$ cat src/rtl/irqagg_pkg.sv
package irqagg_pkg;

    // Register addresses on the synchronous register port
    typedef enum logic [1:0] {
        REG_STATUS = 2'd0,
        REG_ENABLE = 2'd1,
        REG_MODE   = 2'd2,
        REG_SPARE  = 2'd3
    } regaddr_e;

    // Fixed source positions; extra endpoints follow SRC_FIRST_EP
    localparam int SRC_BUSRST   = 0;
    localparam int SRC_SUSPEND  = 1;
    localparam int SRC_RESUME   = 2;
    localparam int SRC_FRAME    = 3;
    localparam int SRC_XFER_END = 4;
    localparam int SRC_CTL_OUT  = 5;
    localparam int SRC_CTL_IN   = 6;
    localparam int SRC_FIRST_EP = 7;
    localparam int N_FIXED_SRC  = 7;

    localparam int MODE_GEN_BIT = 0;

endpackage

$ cat src/rtl/irqagg_status_bank.sv
module irqagg_status_bank #(
    parameter int N_SRC = 21
) (
    input  logic             clk,
    input  logic             rst_n,
    input  logic [N_SRC-1:0] evt_i,
    input  logic [N_SRC-1:0] clr_i,
    output logic [N_SRC-1:0] status_o
);

    typedef struct packed {
        logic [N_SRC-1:0] status;
    } bank_state_t;

    bank_state_t state_d, state_q;

    // Clear first, then set: a simultaneous event overrides the clear.
    always_comb begin
        state_d        = state_q;
        state_d.status = (state_q.status & ~clr_i) | evt_i;
    end

    always_ff @(posedge clk or negedge rst_n) begin
        if (!rst_n) begin
            state_q <= '0;
        end else begin
            state_q <= state_d;
        end
    end

    assign status_o = state_q.status;

    AST_EVT_RECORDED: assert property (@(posedge clk) disable iff (!rst_n)
        (|evt_i) |=> ((status_o & $past(evt_i)) == $past(evt_i)))
        else $error("event not recorded");

    AST_EVT_BEATS_CLEAR: assert property (@(posedge clk) disable iff (!rst_n)
        (|(evt_i & clr_i)) |=> ((status_o & $past(evt_i & clr_i)) == $past(evt_i & clr_i)))
        else $error("clear overrode event");

    AST_W1C_CLEARS: assert property (@(posedge clk) disable iff (!rst_n)
        (|clr_i) |=> ((status_o & $past(clr_i & ~evt_i)) == '0))
        else $error("write-one clear failed");

    AST_NO_SPONTANEOUS_SET: assert property (@(posedge clk) disable iff (!rst_n)
        1'b1 |=> ((status_o & ~$past(status_o) & ~$past(evt_i)) == '0))
        else $error("status bit set without event");

endmodule

$ cat src/rtl/irqagg_mask_reduce.sv
module irqagg_mask_reduce #(
    parameter int N_SRC   = 21,
    parameter int GROUP_W = 4
) (
    input  logic [N_SRC-1:0] status_i,
    input  logic [N_SRC-1:0] enable_i,
    output logic             pend_o
);

    localparam int N_GRP = (N_SRC + GROUP_W - 1) / GROUP_W;
    localparam int PAD_W = N_GRP * GROUP_W;

    logic [N_SRC-1:0] masked;
    logic [PAD_W-1:0] padded;
    logic [N_GRP-1:0] grp_any;

    assign masked = status_i & enable_i;

    always_comb begin
        padded              = '0;
        padded[N_SRC-1:0]   = masked;
    end

    // First level: small OR groups, second level: OR of the group results
    for (genvar g = 0; g < N_GRP; g++) begin : g_grp
        assign grp_any[g] = |padded[g*GROUP_W +: GROUP_W];
    end

    assign pend_o = |grp_any;

endmodule

$ cat src/rtl/irqagg_pin_hold.sv
module irqagg_pin_hold (
    input  logic clk,
    input  logic rst_n,
    input  logic gen_i,
    input  logic pend_i,
    output logic irq_n_o
);

    typedef struct packed {
        logic asserted;
    } pin_state_t;

    pin_state_t state_d, state_q;

    // Clocked stand-in for a transparent latch: loads only while open.
    always_comb begin
        state_d = state_q;
        if (gen_i) begin
            state_d.asserted = pend_i;
        end
    end

    always_ff @(posedge clk or negedge rst_n) begin
        if (!rst_n) begin
            state_q <= '0;
        end else begin
            state_q <= state_d;
        end
    end

    assign irq_n_o = ~state_q.asserted;

    AST_RESET_DEASSERTED: assert property (@(posedge clk)
        $rose(rst_n) |-> irq_n_o)
        else $error("pin asserted out of reset");

    AST_PIN_FROZEN: assert property (@(posedge clk) disable iff (!rst_n)
        !gen_i |=> $stable(irq_n_o))
        else $error("pin moved while stage closed");

    AST_PIN_TRACKS: assert property (@(posedge clk) disable iff (!rst_n)
        gen_i |=> (irq_n_o == !$past(pend_i)))
        else $error("pin did not follow pending");

endmodule

$ cat src/rtl/irqagg_regport.sv
module irqagg_regport
    import irqagg_pkg::*;
#(
    parameter int N_SRC  = 21,
    parameter int DATA_W = 32
) (
    input  logic              clk,
    input  logic              rst_n,
    input  logic              wr_i,
    input  logic              rd_i,
    input  logic [1:0]        addr_i,
    input  logic [DATA_W-1:0] wdata_i,
    input  logic [N_SRC-1:0]  status_i,
    output logic [N_SRC-1:0]  clr_o,
    output logic [N_SRC-1:0]  enable_o,
    output logic              gen_o,
    output logic [DATA_W-1:0] rdata_o
);

    typedef struct packed {
        logic [N_SRC-1:0]  enable;
        logic              gen;
        logic [DATA_W-1:0] rdata;
    } port_state_t;

    port_state_t state_d, state_q;
    regaddr_e    sel;
    logic [DATA_W-1:0] rd_mux;
    logic        unused_wdata;

    assign sel          = regaddr_e'(addr_i);
    assign unused_wdata = ^wdata_i;

    // Status clear strobes
    always_comb begin
        clr_o = '0;
        if (wr_i && sel == REG_STATUS) begin
            clr_o = wdata_i[N_SRC-1:0];
        end
    end

    // Read selection
    always_comb begin
        rd_mux = '0;
        unique case (sel)
            REG_STATUS: rd_mux[N_SRC-1:0]    = status_i;
            REG_ENABLE: rd_mux[N_SRC-1:0]    = state_q.enable;
            REG_MODE:   rd_mux[MODE_GEN_BIT] = state_q.gen;
            default:    rd_mux               = '0;
        endcase
    end

    always_comb begin
        state_d = state_q;
        if (wr_i) begin
            unique case (sel)
                REG_ENABLE: state_d.enable = wdata_i[N_SRC-1:0];
                REG_MODE:   state_d.gen    = wdata_i[MODE_GEN_BIT];
                default:    ;
            endcase
        end
        if (rd_i) begin
            state_d.rdata = rd_mux;
        end
    end

    always_ff @(posedge clk or negedge rst_n) begin
        if (!rst_n) begin
            state_q <= '0;
        end else begin
            state_q <= state_d;
        end
    end

    assign enable_o = state_q.enable;
    assign gen_o    = state_q.gen;
    assign rdata_o  = state_q.rdata;

    AST_SPARE_IGNORED: assert property (@(posedge clk) disable iff (!rst_n)
        (wr_i && addr_i == 2'd3) |=> ($stable(enable_o) && $stable(gen_o)))
        else $error("spare write altered state");

    AST_MODE_WRITE: assert property (@(posedge clk) disable iff (!rst_n)
        (wr_i && addr_i == 2'd2) |=> (gen_o == $past(wdata_i[0])))
        else $error("mode write lost");

    AST_RDATA_HOLD: assert property (@(posedge clk) disable iff (!rst_n)
        !rd_i |=> $stable(rdata_o))
        else $error("read data moved without read");

    AST_ENABLE_WRITE: assert property (@(posedge clk) disable iff (!rst_n)
        (wr_i && addr_i == 2'd1) |=> (enable_o == $past(wdata_i[N_SRC-1:0])))
        else $error("enable write lost");

endmodule

$ cat src/rtl/dev_irq_combiner.sv
module dev_irq_combiner
    import irqagg_pkg::*;
#(
    parameter  int N_EP    = 14,
    parameter  int DATA_W  = 32,
    parameter  int GROUP_W = 4,
    localparam int N_SRC   = N_FIXED_SRC + N_EP
) (
    input  logic              clk,
    input  logic              rst_n,
    input  logic [N_SRC-1:0]  evt_i,
    input  logic              reg_wr_i,
    input  logic              reg_rd_i,
    input  logic [1:0]        reg_addr_i,
    input  logic [DATA_W-1:0] reg_wdata_i,
    output logic [DATA_W-1:0] reg_rdata_o,
    output logic              irq_n_o
);

    logic [N_SRC-1:0] status;
    logic [N_SRC-1:0] clr;
    logic [N_SRC-1:0] enable;
    logic             gen;
    logic             pend;

    irqagg_regport #(
        .N_SRC  (N_SRC),
        .DATA_W (DATA_W)
    ) u_regport (
        .clk      (clk),
        .rst_n    (rst_n),
        .wr_i     (reg_wr_i),
        .rd_i     (reg_rd_i),
        .addr_i   (reg_addr_i),
        .wdata_i  (reg_wdata_i),
        .status_i (status),
        .clr_o    (clr),
        .enable_o (enable),
        .gen_o    (gen),
        .rdata_o  (reg_rdata_o)
    );

    irqagg_status_bank #(
        .N_SRC (N_SRC)
    ) u_status (
        .clk      (clk),
        .rst_n    (rst_n),
        .evt_i    (evt_i),
        .clr_i    (clr),
        .status_o (status)
    );

    irqagg_mask_reduce #(
        .N_SRC   (N_SRC),
        .GROUP_W (GROUP_W)
    ) u_reduce (
        .status_i (status),
        .enable_i (enable),
        .pend_o   (pend)
    );

    irqagg_pin_hold u_pin (
        .clk     (clk),
        .rst_n   (rst_n),
        .gen_i   (gen),
        .pend_i  (pend),
        .irq_n_o (irq_n_o)
    );

    AST_CLOSED_NO_NEW_IRQ: assert property (@(posedge clk) disable iff (!rst_n)
        (!gen && irq_n_o) |=> irq_n_o)
        else $error("event reached pin while closed");

endmodule

$ cat config.mk
export PLATFORM = sky130hd
export DESIGN_NAME = dev_irq_combiner
export DESIGN_NICKNAME = d
export VERILOG_FILES = /design/src/rtl/irqagg_pkg.sv /design/src/rtl/irqagg_status_bank.sv /design/src/rtl/irqagg_mask_reduce.sv /design/src/rtl/irqagg_pin_hold.sv /design/src/rtl/irqagg_regport.sv /design/src/rtl/dev_irq_combiner.sv
export SDC_FILE = /design/constraint.sdc
export NUM_CORES = 1
export LEC_CHECK = 0
export ABC_AREA = 1
export CAP_MARGIN = 20
export CORE_UTILIZATION = 50
export DETAILED_ROUTE_END_ITERATION = 12
export DONT_BUFFER_PORTS = 1
export PLACE_DENSITY = 0.76
export SETUP_SLACK_MARGIN = 0.5
export SLEW_MARGIN = 20
export SYNTH_ARGS = -nofsm -noshare
export SYNTH_HDL_FRONTEND = slang
export SYNTH_SLANG_ARGS = --single-unit
$ cat constraint.sdc
create_clock -name clk -period 2.75 [get_ports clk]
set_input_delay 0.55 -clock clk [delete_from_list [all_inputs] [get_ports clk]]
set_output_delay 0.55 -clock clk [all_outputs]
set_load 0.02 [all_outputs]
==> results_dict.tcl <==
set metrics [dict create \
    max_slew_violation_count 0 \
    number_of_antenna_violations_at_the_first_check_in_global_routing 0 \
    antenna_cells_inserted 0 \
    tightestPinTransition_ps 685 \
    h-tree-depth 3 \
    track_usage 0.213 \
    wl_per_cell_um 13.6 \
    grt_pass1_wl_um 9820 \
    finalWirelength_um 5800 \
    cts_root_buffer "sky130_fd_sc_hd__clkbuf_8" \
    tritoncts "built" \
    finalCritPeriodShare 0.581 \
    timing.reg2reg.worst_path_depth 6 \
    nets 410 \
    power.leakage_uw 0.00152 \
    startpoint_type "primary input" \
    number_of_global_route_vias_before_repair 2084 \
    synthCells 353 \
    setup_tns_ps 0 \
    core_mm2 0.00554 \
    clock_sink_count 65 \
    synthDominantCellAreaShare 0.562 \
    dp_hpwl_um 3760 \
    ys_warn_count 0 \
    rsz0062_at_grt "false" \
    synth.yosys.seq_area_share 0.562 \
    internal_power_uw 1630 \
    switching_share 0.272 \
    design.die.area_mm2 0.00610 \
    synthDominantAreaCellType "sky130_fd_sc_hd__dfrtp_1" \
    drtPass1Iterations 4 \
    timing.critical_path.required_ps 2970 \
    layout-area-overhead-vs-synth_pct 7.78 \
    hold_path_class "in -> async" \
    rr_startpoint "u_regport.enable_o[17]" \
    width_of_the_chip_um 78.1 \
    vdd_drop_max_uv 286 \
    timing.critical_path.arrival_ps 1810 \
    rows 27 \
    detailed_route_via_count 2134 \
    finalSetupViolations 0 \
    critPathCaptureType "flip-flop" \
    critical_path.reg2reg.endpoint "u_pin.state_q" \
    die_height_um 78.1 \
    final_antenna_net_count 0 \
    route.detailed.drc 0 \
    power.sequential.fraction 0.522 \
    cts_repair_resize_count 0 \
    avgSynthCellArea_um2 8.20 \
    timing.critical_path.from "reg_addr_i[0]" \
    combinationalPowerShare 0.104 \
    power_density_mw_per_mm2 719 \
    timing_worst_setup_path_type "in -> reg" \
    post_drt_via_cell_ratio 4.99 \
    net-switching-power_uw 611 \
    final_layout_size_suffix_gt1_frac 0.0618 \
    preCtsSetupSlack_ps 782 \
    maximum_number_of_pins_on_one_net_before_global_route_repair 66 \
    synth_area_leaders "sky130_fd_sc_hd__dfrtp_1 (56%), sky130_fd_sc_hd__nand2_1 (15%), sky130_fd_sc_hd__inv_1 (5.6%), sky130_fd_sc_hd__a31oi_1 (4.3%), sky130_fd_sc_hd__o21ai_0 (3.8%)" \
    synth_cell_type_count 20 \
    io_pins 92 \
    cts_made_buffers 9 \
    cell_area_after_synthesis_mm2 0.00289 \
    timing.critical_path.fanout_max 22 \
    layout_min_cycle_time_ps 1600 \
    buffer_ports.inserted 0 \
    gp_congestion 0.797 \
    global_route.overflow_total 0 \
    share_clk_of_total_power 0.374 \
    worstSkewPairLatency_ps 340 \
    ff2ff_setup_slack_ps 1720 \
    cts.clk_slew.worst_paths_ps 70 \
    initial_utilization 0.522 \
    max_fclk_mhz 626 \
    setup_skew_ps 6.64 \
    report.final.hold_viol_count 0 \
    cap_violations 0 \
    status "finished clean" \
    cts_max_path_buffers 2 \
    slew_headroom 0.542 \
    setup_ws_ps 1150 \
    drt_first_iter_violations 175 \
    synth-seq-cells 65 \
]
[what timing repair did]
action | 4_1_cts | 5_1_grt
endpoints found under the hold margin | 65 | 0
buffers inserted | 0 | 0
setup endpoints to repair | 0 | 0
hold buffers | 1 | 0
[metrics by stage]
stage | instance area, um2 | hold WS, ps | utilization | std cells | power, uW
2_1_floorplan | 2930 | 254 | - | 363 | 1370
3_3_place_gp | 2880 | 256 | 0.521 | 411 | 1390
3_5_place_dp | 2880 | 256 | 0.521 | 411 | 1400
4_1_cts | 3120 | 86.5 | 0.563 | 428 | 2260
5_1_grt | 3120 | 96.5 | 0.563 | 428 | 2360
6_report | 3120 | 76.2 | 0.563 | 428 | 2240
[routing by layer]
| metal | part of all wire | vias up | GRT usage |
|---|---|---|---|
| met3 | 0.041 | 6 | 0.0372 |
| met5 | 0 | - | 0 |
| met4 | 0.0098 | 0 | 0.111 |
| li1 | - | 1075 | - |
| met1 | 0.43 | 982 | 0.273 |
| met2 | 0.51 | 71 | 0.348 |
[registers in the layout, indices dropped and copies added (netlist names)]
register / flops
u_status.status_o: 21
u_regport.gen_o: 1
u_regport.enable_o: 21
u_regport.rdata_o: 21
u_pin.state_q: 1
[synthesized netlist by cell type]
master and n:
sky130_fd_sc_hd__a21oi_1 1, sky130_fd_sc_hd__nand2_1 118, sky130_fd_sc_hd__inv_2 1, sky130_fd_sc_hd__nand3_1 3, sky130_fd_sc_hd__nor2_4 1, sky130_fd_sc_hd__o21ai_1 21
sky130_fd_sc_hd__conb_1 1, sky130_fd_sc_hd__buf_4 11, sky130_fd_sc_hd__buf_2 10, sky130_fd_sc_hd__dfrtp_1 65, sky130_fd_sc_hd__mux2_2 1, sky130_fd_sc_hd__clkbuf_1 4
sky130_fd_sc_hd__nor2_1 27, sky130_fd_sc_hd__o21ai_0 22, sky130_fd_sc_hd__nand4_1 1, sky130_fd_sc_hd__a31oi_1 20, sky130_fd_sc_hd__nor2_2 1, sky130_fd_sc_hd__nand2_2 1
sky130_fd_sc_hd__clkbuf_2 1, sky130_fd_sc_hd__inv_1 43
[cell type report]
class | count | area, um2
clock buffer | 14 | 173
fill | 523 | 2420
inverter | 44 | 165
clock inverter | 2 | 35.0
multi-input combinational | 228 | 987
timing repair buffer | 3 | 42.5
tap | 72 | 90.1
sequential | 65 | 1630
[placed cells by master, fill, tap and decap left out, drive strengths merged]
master	instances
nand2	119
dfrtp	65
inv	44
o21ai	43
nor2	29
a31oi	20
clkbuf	14
conb	11
nand3	3
buf	3
mux2	1
nand4	1
a21oi	1
bufinv	1
clkinv	1
[critical path, cell delays in order]
cell and delay (ps):
sky130_fd_sc_hd__nor2_2 80, sky130_fd_sc_hd__buf_4 260, sky130_fd_sc_hd__nand2_1 470, sky130_fd_sc_hd__o21ai_0 360, sky130_fd_sc_hd__nand2_1 80
[cell families (layout without fill, tap and decap cells)]
family / count (synthesis) / after routing / synth area share
buffers and inverters: 70 / 63 / 0.110
multiplexers: 1 / 1 / 0.00389
AO/OA/AOI/OAI: 64 / 64 / 0.119
other: 1 / 11 / 0.00130
flip-flops: 65 / 65 / 0.562
AND/OR/NAND/NOR: 152 / 152 / 0.204
[how the worst max path moves through the flow]
stage	endpoint	slack, ps	cells after the start
global route	u_status.status_o[1]	920	5
CTS	u_status.status_o[19]	1140	5
detailed placement	u_status.status_o[1]	780	5
finish	u_status.status_o[1]	1150	5
floorplan	u_regport.rdata_o[10]	1540	4
global placement	u_status.status_o[19]	810	5
[power groups by stage]
| stage | clock network [uW] | logic, uW | registers, uW |
|---|---|---|---|
| finish | 839 | 233 | 1170 |
| floorplan | 0 | 198 | 1170 |
| detailed placement | 0 | 213 | 1190 |
| global placement | 0 | 206 | 1180 |
| global route | 896 | 278 | 1190 |
| CTS | 853 | 238 | 1170 |
(Power assumes the default switching activity.)
